--- config.mk ---
export PLATFORM = sky130hd
export DESIGN_NAME = bootflash_cui
export DESIGN_NICKNAME = d
export VERILOG_FILES = /design/src/rtl/bbf_pkg.sv /design/src/rtl/bbf_blkmap.sv /design/src/rtl/bbf_cmd.sv /design/src/rtl/bbf_seq.sv /design/src/rtl/bootflash_cui.sv
export SDC_FILE = /design/constraint.sdc
export NUM_CORES = 2
export LEC_CHECK = 0
export BUFFER_PORTS_ARGS = -buffer_cell sky130_fd_sc_hd__buf_4
export CORE_MARGIN = 5
export CORE_UTILIZATION = 28
export DETAILED_ROUTE_END_ITERATION = 6
export HOLD_SLACK_MARGIN = 0.1
export PLACE_DENSITY = 0.49
export SKIP_LAST_GASP = 1
export SLEW_MARGIN = 20
export SYNTH_ARGS = -nofsm -noshare
export SYNTH_HDL_FRONTEND = slang
export SYNTH_HIERARCHICAL = 1
export SYNTH_SLANG_ARGS = --single-unit
--- constraint.sdc ---
create_clock -name clk -period 5.43 [get_ports clk]
set_input_delay 1.086 -clock clk [delete_from_list [all_inputs] [get_ports clk]]
set_output_delay 1.086 -clock clk [all_outputs]
set_load 0.05 [all_outputs]
--- src/rtl/bbf_pkg.sv ---
package bbf_pkg;

   localparam int UNIT_BITS = 5;

   typedef enum logic [2:0] {BLK_BOOT, BLK_PARA, BLK_PARB, BLK_MAIN96, BLK_MAIN128} blk_e;
   typedef enum logic [1:0] {OP_NONE, OP_PROG, OP_ERASE} op_e;
   typedef enum logic [1:0] {RD_ARRAY, RD_STATUS, RD_IDENT} rdmode_e;
   typedef enum logic [1:0] {CS_IDLE, CS_PSETUP, CS_ESETUP} cstate_e;

   localparam logic [7:0] CMD_READ  = 8'hFF;
   localparam logic [7:0] CMD_STAT  = 8'h70;
   localparam logic [7:0] CMD_CLR   = 8'h50;
   localparam logic [7:0] CMD_IDENT = 8'h90;
   localparam logic [7:0] CMD_PROG  = 8'h40;
   localparam logic [7:0] CMD_ERASE = 8'h20;
   localparam logic [7:0] CMD_CONF  = 8'hD0;
   localparam logic [7:0] CMD_SUSP  = 8'hB0;

   // bottom-boot layout, in units
   function automatic blk_e unit_to_blk(input logic [UNIT_BITS-1:0] u);
      if (u < 5'd2)       return BLK_BOOT;
      else if (u == 5'd2) return BLK_PARA;
      else if (u == 5'd3) return BLK_PARB;
      else if (u < 5'd16) return BLK_MAIN96;
      else                return BLK_MAIN128;
   endfunction

   function automatic logic [UNIT_BITS-1:0] blk_first(input blk_e b);
      case (b)
         BLK_BOOT:   return 5'd0;
         BLK_PARA:   return 5'd2;
         BLK_PARB:   return 5'd3;
         BLK_MAIN96: return 5'd4;
         default:    return 5'd16;
      endcase
   endfunction

   function automatic logic [UNIT_BITS-1:0] blk_last(input blk_e b);
      case (b)
         BLK_BOOT:   return 5'd1;
         BLK_PARA:   return 5'd2;
         BLK_PARB:   return 5'd3;
         BLK_MAIN96: return 5'd15;
         default:    return 5'd31;
      endcase
   endfunction

endpackage

--- src/rtl/bbf_blkmap.sv ---
module bbf_blkmap
   import bbf_pkg::*;
#(
   parameter int UNIT_AW  = 2,
   parameter bit BOOT_TOP = 1'b0,
   parameter int AW       = UNIT_AW + UNIT_BITS
)(
   input  logic [AW-1:0]        addr_i,
   output blk_e                 blk_o,
   output logic [UNIT_BITS-1:0] first_o,
   output logic [UNIT_BITS-1:0] last_o
);

   logic [UNIT_BITS-1:0] unit_raw;
   assign unit_raw = addr_i[AW-1 -: UNIT_BITS];

   generate
      if (BOOT_TOP) begin : g_top
         always_comb begin
            blk_o   = unit_to_blk(~unit_raw);
            first_o = ~blk_last(blk_o);
            last_o  = ~blk_first(blk_o);
         end
      end else begin : g_bottom
         always_comb begin
            blk_o   = unit_to_blk(unit_raw);
            first_o = blk_first(blk_o);
            last_o  = blk_last(blk_o);
         end
      end
   endgenerate

endmodule

--- src/rtl/bbf_cmd.sv ---
module bbf_cmd
   import bbf_pkg::*;
(
   input  logic       clk,
   input  logic       rst_n,
   input  logic       stb_i,
   input  logic [7:0] cmd_i,
   input  logic       locked_i,
   input  logic       vpp_i,
   input  logic       busy_i,
   input  logic       susp_i,
   input  logic       erasing_i,
   output logic       start_prog_o,
   output logic       start_erase_o,
   output logic       susp_req_o,
   output logic       resume_req_o,
   output rdmode_e    rdm_o,
   output logic [2:0] err_o
);

   cstate_e cst_q;
   rdmode_e rdm_q;
   logic    eerr_q, perr_q, vlow_q;
   logic    idle_stb;

   assign idle_stb      = stb_i && !busy_i;
   assign start_prog_o  = idle_stb && (cst_q == CS_PSETUP) && vpp_i && !locked_i;
   assign start_erase_o = idle_stb && (cst_q == CS_ESETUP) && (cmd_i == CMD_CONF)
                          && vpp_i && !locked_i;
   assign susp_req_o    = stb_i && busy_i && erasing_i && (cmd_i == CMD_SUSP);
   assign resume_req_o  = idle_stb && susp_i && (cst_q == CS_IDLE) && (cmd_i == CMD_CONF);

   always_ff @(posedge clk or negedge rst_n) begin
      if (!rst_n) begin
         cst_q  <= CS_IDLE;
         rdm_q  <= RD_ARRAY;
         eerr_q <= 1'b0;
         perr_q <= 1'b0;
         vlow_q <= 1'b0;
      end else if (stb_i && busy_i) begin
         if (cmd_i == CMD_STAT) rdm_q <= RD_STATUS;
      end else if (idle_stb) begin
         case (cst_q)
            CS_PSETUP: begin
               cst_q <= CS_IDLE;
               rdm_q <= RD_STATUS;
               if (!vpp_i) begin
                  perr_q <= 1'b1;
                  vlow_q <= 1'b1;
               end else if (locked_i) begin
                  perr_q <= 1'b1;
               end
            end
            CS_ESETUP: begin
               cst_q <= CS_IDLE;
               rdm_q <= RD_STATUS;
               if (cmd_i != CMD_CONF) begin
                  eerr_q <= 1'b1;
                  perr_q <= 1'b1;
               end else if (!vpp_i) begin
                  eerr_q <= 1'b1;
                  vlow_q <= 1'b1;
               end else if (locked_i) begin
                  eerr_q <= 1'b1;
               end
            end
            default: begin
               case (cmd_i)
                  CMD_READ:  rdm_q <= RD_ARRAY;
                  CMD_STAT:  rdm_q <= RD_STATUS;
                  CMD_IDENT: rdm_q <= RD_IDENT;
                  CMD_CLR: begin
                     eerr_q <= 1'b0;
                     perr_q <= 1'b0;
                     vlow_q <= 1'b0;
                  end
                  CMD_PROG: if (!susp_i) begin
                     cst_q <= CS_PSETUP;
                     rdm_q <= RD_STATUS;
                  end
                  CMD_ERASE: if (!susp_i) begin
                     cst_q <= CS_ESETUP;
                     rdm_q <= RD_STATUS;
                  end
                  CMD_CONF: if (susp_i) rdm_q <= RD_STATUS;
                  default: ;
               endcase
            end
         endcase
      end
   end

   assign rdm_o = rdm_q;
   assign err_o = {eerr_q, perr_q, vlow_q};

endmodule

--- src/rtl/bbf_seq.sv ---
module bbf_seq
   import bbf_pkg::*;
#(
   parameter int DW        = 16,
   parameter int UNIT_AW   = 2,
   parameter int PROG_CYC  = 4,
   parameter int ERASE_CYC = 12,
   parameter int AW        = UNIT_AW + UNIT_BITS
)(
   input  logic                 clk,
   input  logic                 rst_n,
   input  logic                 start_prog_i,
   input  logic                 start_erase_i,
   input  logic                 susp_req_i,
   input  logic                 resume_req_i,
   input  logic [AW-1:0]        addr_i,
   input  logic [DW-1:0]        data_i,
   input  logic [UNIT_BITS-1:0] first_i,
   input  logic [UNIT_BITS-1:0] last_i,
   output logic                 busy_o,
   output logic                 susp_o,
   output logic                 erasing_o,
   output logic [DW-1:0]        rd_word_o
);

   localparam int DEPTH = 1 << AW;
   localparam int MAXC  = (PROG_CYC > ERASE_CYC) ? PROG_CYC : ERASE_CYC;
   localparam int CW    = $clog2(MAXC + 1);

   logic [DW-1:0]        mem [DEPTH];
   op_e                  op_q;
   logic                 busy_q, susp_q;
   logic [CW-1:0]        cnt_q;
   logic [AW-1:0]        a_q;
   logic [DW-1:0]        d_q;
   logic [UNIT_BITS-1:0] first_q, last_q;
   logic                 done_w;
   logic [DEPTH-1:0]     in_blk;

   assign done_w = busy_q && (cnt_q == CW'(1));

   always_ff @(posedge clk or negedge rst_n) begin
      if (!rst_n) begin
         op_q    <= OP_NONE;
         busy_q  <= 1'b0;
         susp_q  <= 1'b0;
         cnt_q   <= '0;
         a_q     <= '0;
         d_q     <= '0;
         first_q <= '0;
         last_q  <= '0;
      end else if (start_prog_i) begin
         op_q   <= OP_PROG;
         busy_q <= 1'b1;
         cnt_q  <= CW'(PROG_CYC);
         a_q    <= addr_i;
         d_q    <= data_i;
      end else if (start_erase_i) begin
         op_q    <= OP_ERASE;
         busy_q  <= 1'b1;
         cnt_q   <= CW'(ERASE_CYC);
         first_q <= first_i;
         last_q  <= last_i;
      end else if (susp_req_i) begin
         busy_q <= 1'b0;
         susp_q <= 1'b1;
      end else if (resume_req_i) begin
         busy_q <= 1'b1;
         susp_q <= 1'b0;
      end else if (done_w) begin
         busy_q <= 1'b0;
         op_q   <= OP_NONE;
         cnt_q  <= '0;
      end else if (busy_q) begin
         cnt_q <= cnt_q - CW'(1);
      end
   end

   // per-word block membership for erase
   for (genvar gi = 0; gi < DEPTH; gi++) begin : g_member
      localparam logic [UNIT_BITS-1:0] UNIT = UNIT_BITS'(gi >> UNIT_AW);
      assign in_blk[gi] = (UNIT >= first_q) && (UNIT <= last_q);
   end

   initial begin
      for (int i = 0; i < DEPTH; i++) mem[i] = '1;
   end

   always_ff @(posedge clk) begin
      if (done_w && !susp_req_i && op_q == OP_PROG) mem[a_q] <= mem[a_q] & d_q;
      for (int i = 0; i < DEPTH; i++) begin
         if (done_w && !susp_req_i && op_q == OP_ERASE && in_blk[i]) mem[i] <= '1;
      end
   end

   assign busy_o    = busy_q;
   assign susp_o    = susp_q;
   assign erasing_o = (op_q == OP_ERASE);
   assign rd_word_o = mem[addr_i];

   AST_START_IDLE: assert property (@(posedge clk) disable iff (!rst_n)
      (start_prog_i || start_erase_i) |-> (!busy_q && !susp_q))
      else $error("operation started while sequencer occupied");
   AST_SUSP_ERASE: assert property (@(posedge clk) disable iff (!rst_n)
      susp_q |-> (op_q == OP_ERASE))
      else $error("suspended state without an erase");
   AST_SUSP_FROZEN: assert property (@(posedge clk) disable iff (!rst_n)
      susp_q |=> $stable(cnt_q))
      else $error("cycle count moved during suspension");

endmodule

--- src/rtl/bootflash_cui.sv ---
module bootflash_cui
   import bbf_pkg::*;
#(
   parameter int         DW           = 16,
   parameter int         UNIT_AW      = 2,
   parameter int         PROG_CYC     = 4,
   parameter int         ERASE_CYC    = 12,
   parameter bit         BOOT_TOP     = 1'b0,
   parameter logic [7:0] MFR_CODE     = 8'h5A,
   parameter logic [7:0] DEV_CODE_BOT = 8'hC4,
   parameter logic [7:0] DEV_CODE_TOP = 8'hC3,
   parameter int         AW           = UNIT_AW + UNIT_BITS
)(
   input  logic          clk,
   input  logic          pwr_rst_n,
   input  logic          hv_unlock,
   input  logic          vpp_ok,
   input  logic          ce_n,
   input  logic          we_n,
   input  logic [AW-1:0] addr,
   input  logic [DW-1:0] wdata,
   output logic [DW-1:0] rdata
);

   localparam logic [7:0] DEV_CODE = BOOT_TOP ? DEV_CODE_TOP : DEV_CODE_BOT;

   if (DW < 8) begin : g_chk_dw
      $error("DW must hold an 8-bit command");
   end
   if (UNIT_AW < 1) begin : g_chk_unit
      $error("UNIT_AW must be at least 1");
   end
   if (PROG_CYC < 1 || ERASE_CYC < 1) begin : g_chk_cyc
      $error("operation lengths must be positive");
   end

   logic                 we_d;
   logic                 wr_stb;
   blk_e                 blk;
   logic [UNIT_BITS-1:0] first_u, last_u;
   logic                 start_prog, start_erase, susp_req, resume_req;
   logic                 busy, susp, erasing;
   rdmode_e              rdm;
   logic [2:0]           err;
   logic [DW-1:0]        arr_word;
   logic [7:0]           stat8;

   always_ff @(posedge clk or negedge pwr_rst_n) begin
      if (!pwr_rst_n) we_d <= 1'b1;
      else            we_d <= we_n;
   end

   assign wr_stb = we_n && !we_d && !ce_n;

   bbf_blkmap #(.UNIT_AW(UNIT_AW), .BOOT_TOP(BOOT_TOP), .AW(AW)) u_map (
      .addr_i (addr),
      .blk_o  (blk),
      .first_o(first_u),
      .last_o (last_u)
   );

   bbf_cmd u_cmd (
      .clk          (clk),
      .rst_n        (pwr_rst_n),
      .stb_i        (wr_stb),
      .cmd_i        (wdata[7:0]),
      .locked_i     ((blk == BLK_BOOT) && !hv_unlock),
      .vpp_i        (vpp_ok),
      .busy_i       (busy),
      .susp_i       (susp),
      .erasing_i    (erasing),
      .start_prog_o (start_prog),
      .start_erase_o(start_erase),
      .susp_req_o   (susp_req),
      .resume_req_o (resume_req),
      .rdm_o        (rdm),
      .err_o        (err)
   );

   bbf_seq #(.DW(DW), .UNIT_AW(UNIT_AW), .PROG_CYC(PROG_CYC),
             .ERASE_CYC(ERASE_CYC), .AW(AW)) u_seq (
      .clk          (clk),
      .rst_n        (pwr_rst_n),
      .start_prog_i (start_prog),
      .start_erase_i(start_erase),
      .susp_req_i   (susp_req),
      .resume_req_i (resume_req),
      .addr_i       (addr),
      .data_i       (wdata),
      .first_i      (first_u),
      .last_i       (last_u),
      .busy_o       (busy),
      .susp_o       (susp),
      .erasing_o    (erasing),
      .rd_word_o    (arr_word)
   );

   assign stat8 = {!busy, susp, err, 3'b000};

   always_comb begin
      if (ce_n)                          rdata = '0;
      else if (busy || rdm == RD_STATUS) rdata = {{(DW-8){1'b0}}, stat8};
      else if (rdm == RD_IDENT)          rdata = {{(DW-8){1'b0}}, addr[0] ? DEV_CODE : MFR_CODE};
      else                               rdata = arr_word;
   end

   AST_SUPPLY_GATE: assert property (@(posedge clk) disable iff (!pwr_rst_n)
      (start_prog || start_erase) |-> vpp_ok)
      else $error("alteration started without program supply");
   AST_BOOT_LOCK: assert property (@(posedge clk) disable iff (!pwr_rst_n)
      (start_prog || start_erase) |-> (blk != BLK_BOOT || hv_unlock))
      else $error("locked boot block altered");
   AST_ERR_HOLD: assert property (@(posedge clk) disable iff (!pwr_rst_n)
      !wr_stb |=> $stable(err))
      else $error("error bits moved without a write");

   always @(posedge clk) begin
      if (!pwr_rst_n) begin
         AST_RST_QUIET: assert (!busy && !susp && err == 3'b000)
            else $error("state not cleared under reset");
      end
   end

endmodule

==> flow_metrics.env <==
export IMPL_crit_slowest_cell="nor4_2"
export IMPL_status="finished with violations"
export IMPL_nets=9899
export IMPL_drive_gt1_frac=0.2051
export IMPL_ys_types=95
export IMPL_crit_family="buffers and inverters"
export IMPL_critPathArrivalTime_ns=4.40
export IMPL_required_ns=4.34
export IMPL_violations="setup timing"
export IMPL_die_area_um2=376100
export IMPL_grt_pass1_vias=84650
export IMPL_rows=221
export IMPL_firstDrtPassIters=6
export IMPL_num_vias=89330
export IMPL_min_period_ns=5.490
export IMPL_grt_pass1_wl_mm=634.7
export IMPL_antenna_found_initial=15
export IMPL_wirelength_mm=446.3
export IMPL_finalWorstSetupSlack_ns=-0.05984
export IMPL_drc=0
export IMPL_setup_viol=1
export IMPL_final_max_slew_violation_count=0
export IMPL_register_area_um2=42240
export IMPL_max_cap_viol_count=0
export IMPL_synth_nets=10240
export IMPL_p_leak_nw=38.96
export IMPL_grt_total_usage=0.2285
export IMPL_ys_seq_area_frac=0.4144
export IMPL_cts_buffers=235
export IMPL_routedWlPerCell_um=30.02
export IMPL_io_pins=45
export IMPL_synth_top_flop_cell="dfxtp_1"
export IMPL_die_h_um=613.2
export IMPL_synth_seq_cells=2097
export IMPL_synth_top_area_cell="dfxtp_1"
export IMPL_area_growth_pct=15.47
export IMPL_hp_class="input port to async pin"
export IMPL_synth_warnings=6
export IMPL_cts_hold_buf=0
export IMPL_cp_cell_sequence="buf_8 > buf_12 > buf_4 > mux4_2 > mux4_2 > o22ai_2 > buf_4 > nor4_2 > buf_4 > a2111oi_1 > nor3_1 > buf_4"
export IMPL_powerDensity_nw_per_um2=297.9
export IMPL_slew_headroom=0.1701
export IMPL_clk_pin_slew_ns=0.06
export IMPL_antenna_left=0
export IMPL_rsz0062_at_grt="yes"
export IMPL_path_class="input port to primary output"
export IMPL_grt_max_degree=85
export IMPL_dp_hpwl_mm=284.7
export IMPL_critPathMostFrequentCell="buf_4"
export IMPL_irDropWorstVdd_mv=0.3527
export IMPL_port_buffer_count=44
export IMPL_timing_hold_violations_final=0
export IMPL_viasPerCell=6.009
export IMPL_insertion_delay_ns=1.00
export IMPL_cts_num_sinks=2097
export IMPL_fillers=36580
export IMPL_cts_buffer_depth=4
export IMPL_grt_overflow=0
export IMPL_place_congestion=0.9239
export IMPL_syn_area_per_cell_um2=9.982
export IMPL_multi_input_area_um2=55120
export IMPL_syn_cell_area_um2=101900
export IMPL_worst_path_buf_inv=6
export IMPL_cts_tree="built"
export IMPL_post_route_period_util=1.011
export IMPL_cts_max_level=4
export IMPL_design_core_area_um2=362500
export IMPL_fin_area_um2=117600
export IMPL_ys_async_sr_fraction=0.02337
export IMPL_netlist_top_cells_area="dfxtp_1, mux4_2, a21oi_1, o21ai_0, mux2i_1"
export IMPL_crit_fanout=21
export IMPL_holdWs_ns=0.2083
export IMPL_fp_dieW_um=613.2
export IMPL_tns_ns=-0.05984
export IMPL_tightest_slew_ns=1.241
export IMPL_place_area_um2=109100
export IMPL_synth_edf_count=0
export IMPL_cts_root_buffer="clkbuf_16"
export IMPL_syn_inst=10210
export IMPL_final_setup_skew_ns=0.1564
export IMPL_synth_top_area_share=0.4024
export IMPL_fin_util=0.3245
export IMPL_crit_path_start_kind="input port"
export IMPL_cpPeakStageDelay_ns=0.76
export IMPL_max_freq_mhz=182.2
export IMPL_start_util=0.2811
export IMPL_critPathCaptureType="primary output"
export IMPL_drtIter0Drc=11690
-- path summary, 6_finish.rpt --
path                                    from                 to  slack [ns]  cells after the start
max                                  addr[1]           rdata[4]       -0.06                     12
max in group asynchronous          pwr_rst_n       u_seq/a_q[0]        4.51                      1
min in group clk                        we_n               we_d        0.29                      1
max reg2reg                     u_seq/a_q[1]  u_seq/mem[73][15]        0.68                      7
min                                pwr_rst_n       u_seq/d_q[5]        0.21                      1
min reg2reg                u_seq/mem[37][13]  u_seq/mem[37][13]        0.49                      2
-- logic make-up (layout without fill, tap and decap cells) --
family	after synthesis	in the layout	synth area share
xor+xnor	2	2	0.0001719
buf+inv	1241	1096	0.05216
compound gates	4539	4539	0.2433
flops	2097	2097	0.4144
other cells	1	11	0.00003680
simple gates	840	840	0.03785
mux	1483	1483	0.2514
fa+ha+maj	5	5	0.0006140
-- stage by stage --
stage	setup WS, ns	std cells	power (mW)
after floorplan	0.1141	10210	17.11
final	-0.05984	14870	35.05
after detailed placement	-0.3751	14420	18.24
after global routing	0.001262	14860	35.97
after global placement	-0.4199	14420	18.21
after CTS	-0.08876	14860	35.21
-- cells in the mapped netlist, types with 65 or more instances --
cell type,n
buf_2,189
mux2i_1,591
o21ai_0,1759
o31ai_1,65
o21ai_1,85
nand2_1,520
o22ai_1,192
nor2_1,72
a22oi_1,152
o211ai_1,233
clkbuf_1,839
mux4_2,856
a211oi_1,71
buf_1,88
a21oi_1,1863
dfxtp_1,2048
-- flip-flops by register name, indices dropped and copies added (netlist names) --
signal,flops
u_cmd/cst_q,2
u_cmd/eerr_q,1
u_cmd/perr_q,1
u_cmd/rdm_o,2
u_cmd/vlow_q,1
u_seq/a_q,7
u_seq/busy_o,1
u_seq/cnt_q,4
u_seq/d_q,16
u_seq/first_q,5
u_seq/last_q,5
u_seq/mem,2048
u_seq/op_q,2
u_seq/susp_o,1
we_d,1
-- per-layer routing --
metal  up-vias  share of wire  global-route usage
met5         -        0.00021                   0
met4        12          0.060              0.1229
met3      1119           0.11             0.05616
met2      5452           0.44              0.3453
met1     44550           0.40              0.3003
li1      38200              -                   -
-- power by group --
group	total (mW)	switching [mW]	internal, mW	leakage, nW
Sequential	15.5	0.0530	15.4	17.1
Combinational	2.52	1.80	0.727	17.8
Clock	17.1	7.02	10.0	4.07
Total	35.0	8.87	26.2	39.0
-- what timing repair did --
action	in CTS	in global routing
cloned	1	1
buffers inserted	0	0
endpoints found under the setup margin	10	8
gates resized for setup	19	12
-- placed cells by master, fill, tap and decap left out, drive strengths merged, types with 6 or more instances in the layout --
cell type	n
diode	10
clkinv	56
a21oi	1865
or2	9
o2111ai	15
a211oi	78
nor4	23
o31ai	65
nor2	74
a221oi	31
o22ai	193
clkbuf	348
inv	35
o211ai	234
mux2i	591
nand2b	15
bufinv	24
nand4	37
nor2b	18
and2	16
and3	6
dfrtp	48
dfxtp	2048
nand2	520
o21ai	1844
mux4	857
clkinvlp	6
mux2	35
nor3b	6
buf	626
a41oi	13
a211o	13
nor3	22
a22oi	152
nand3	58
-- final cells by class --
class	count	share of cell area
multi-input cells	6870	0.4685
flip-flops and latches	2097	0.3591
clock buffers	346	0.05915
well taps	4794	0.05098
repair buffers	629	0.04993
clock inverters	89	0.01112
inverters	32	0.001021
diodes	10	0.0002127
-- worst register-to-register path: stages (launching register included) --
cell       delay, ns
dfrtp_4         0.91
buf_4           0.44
or4b_2          1.04
o22ai_1         0.43
a211oi_1        0.13
o2111ai_1       0.45
nand3_2         0.83
o211ai_1        0.48
Note: power is estimated with default switching activity, not from simulation.
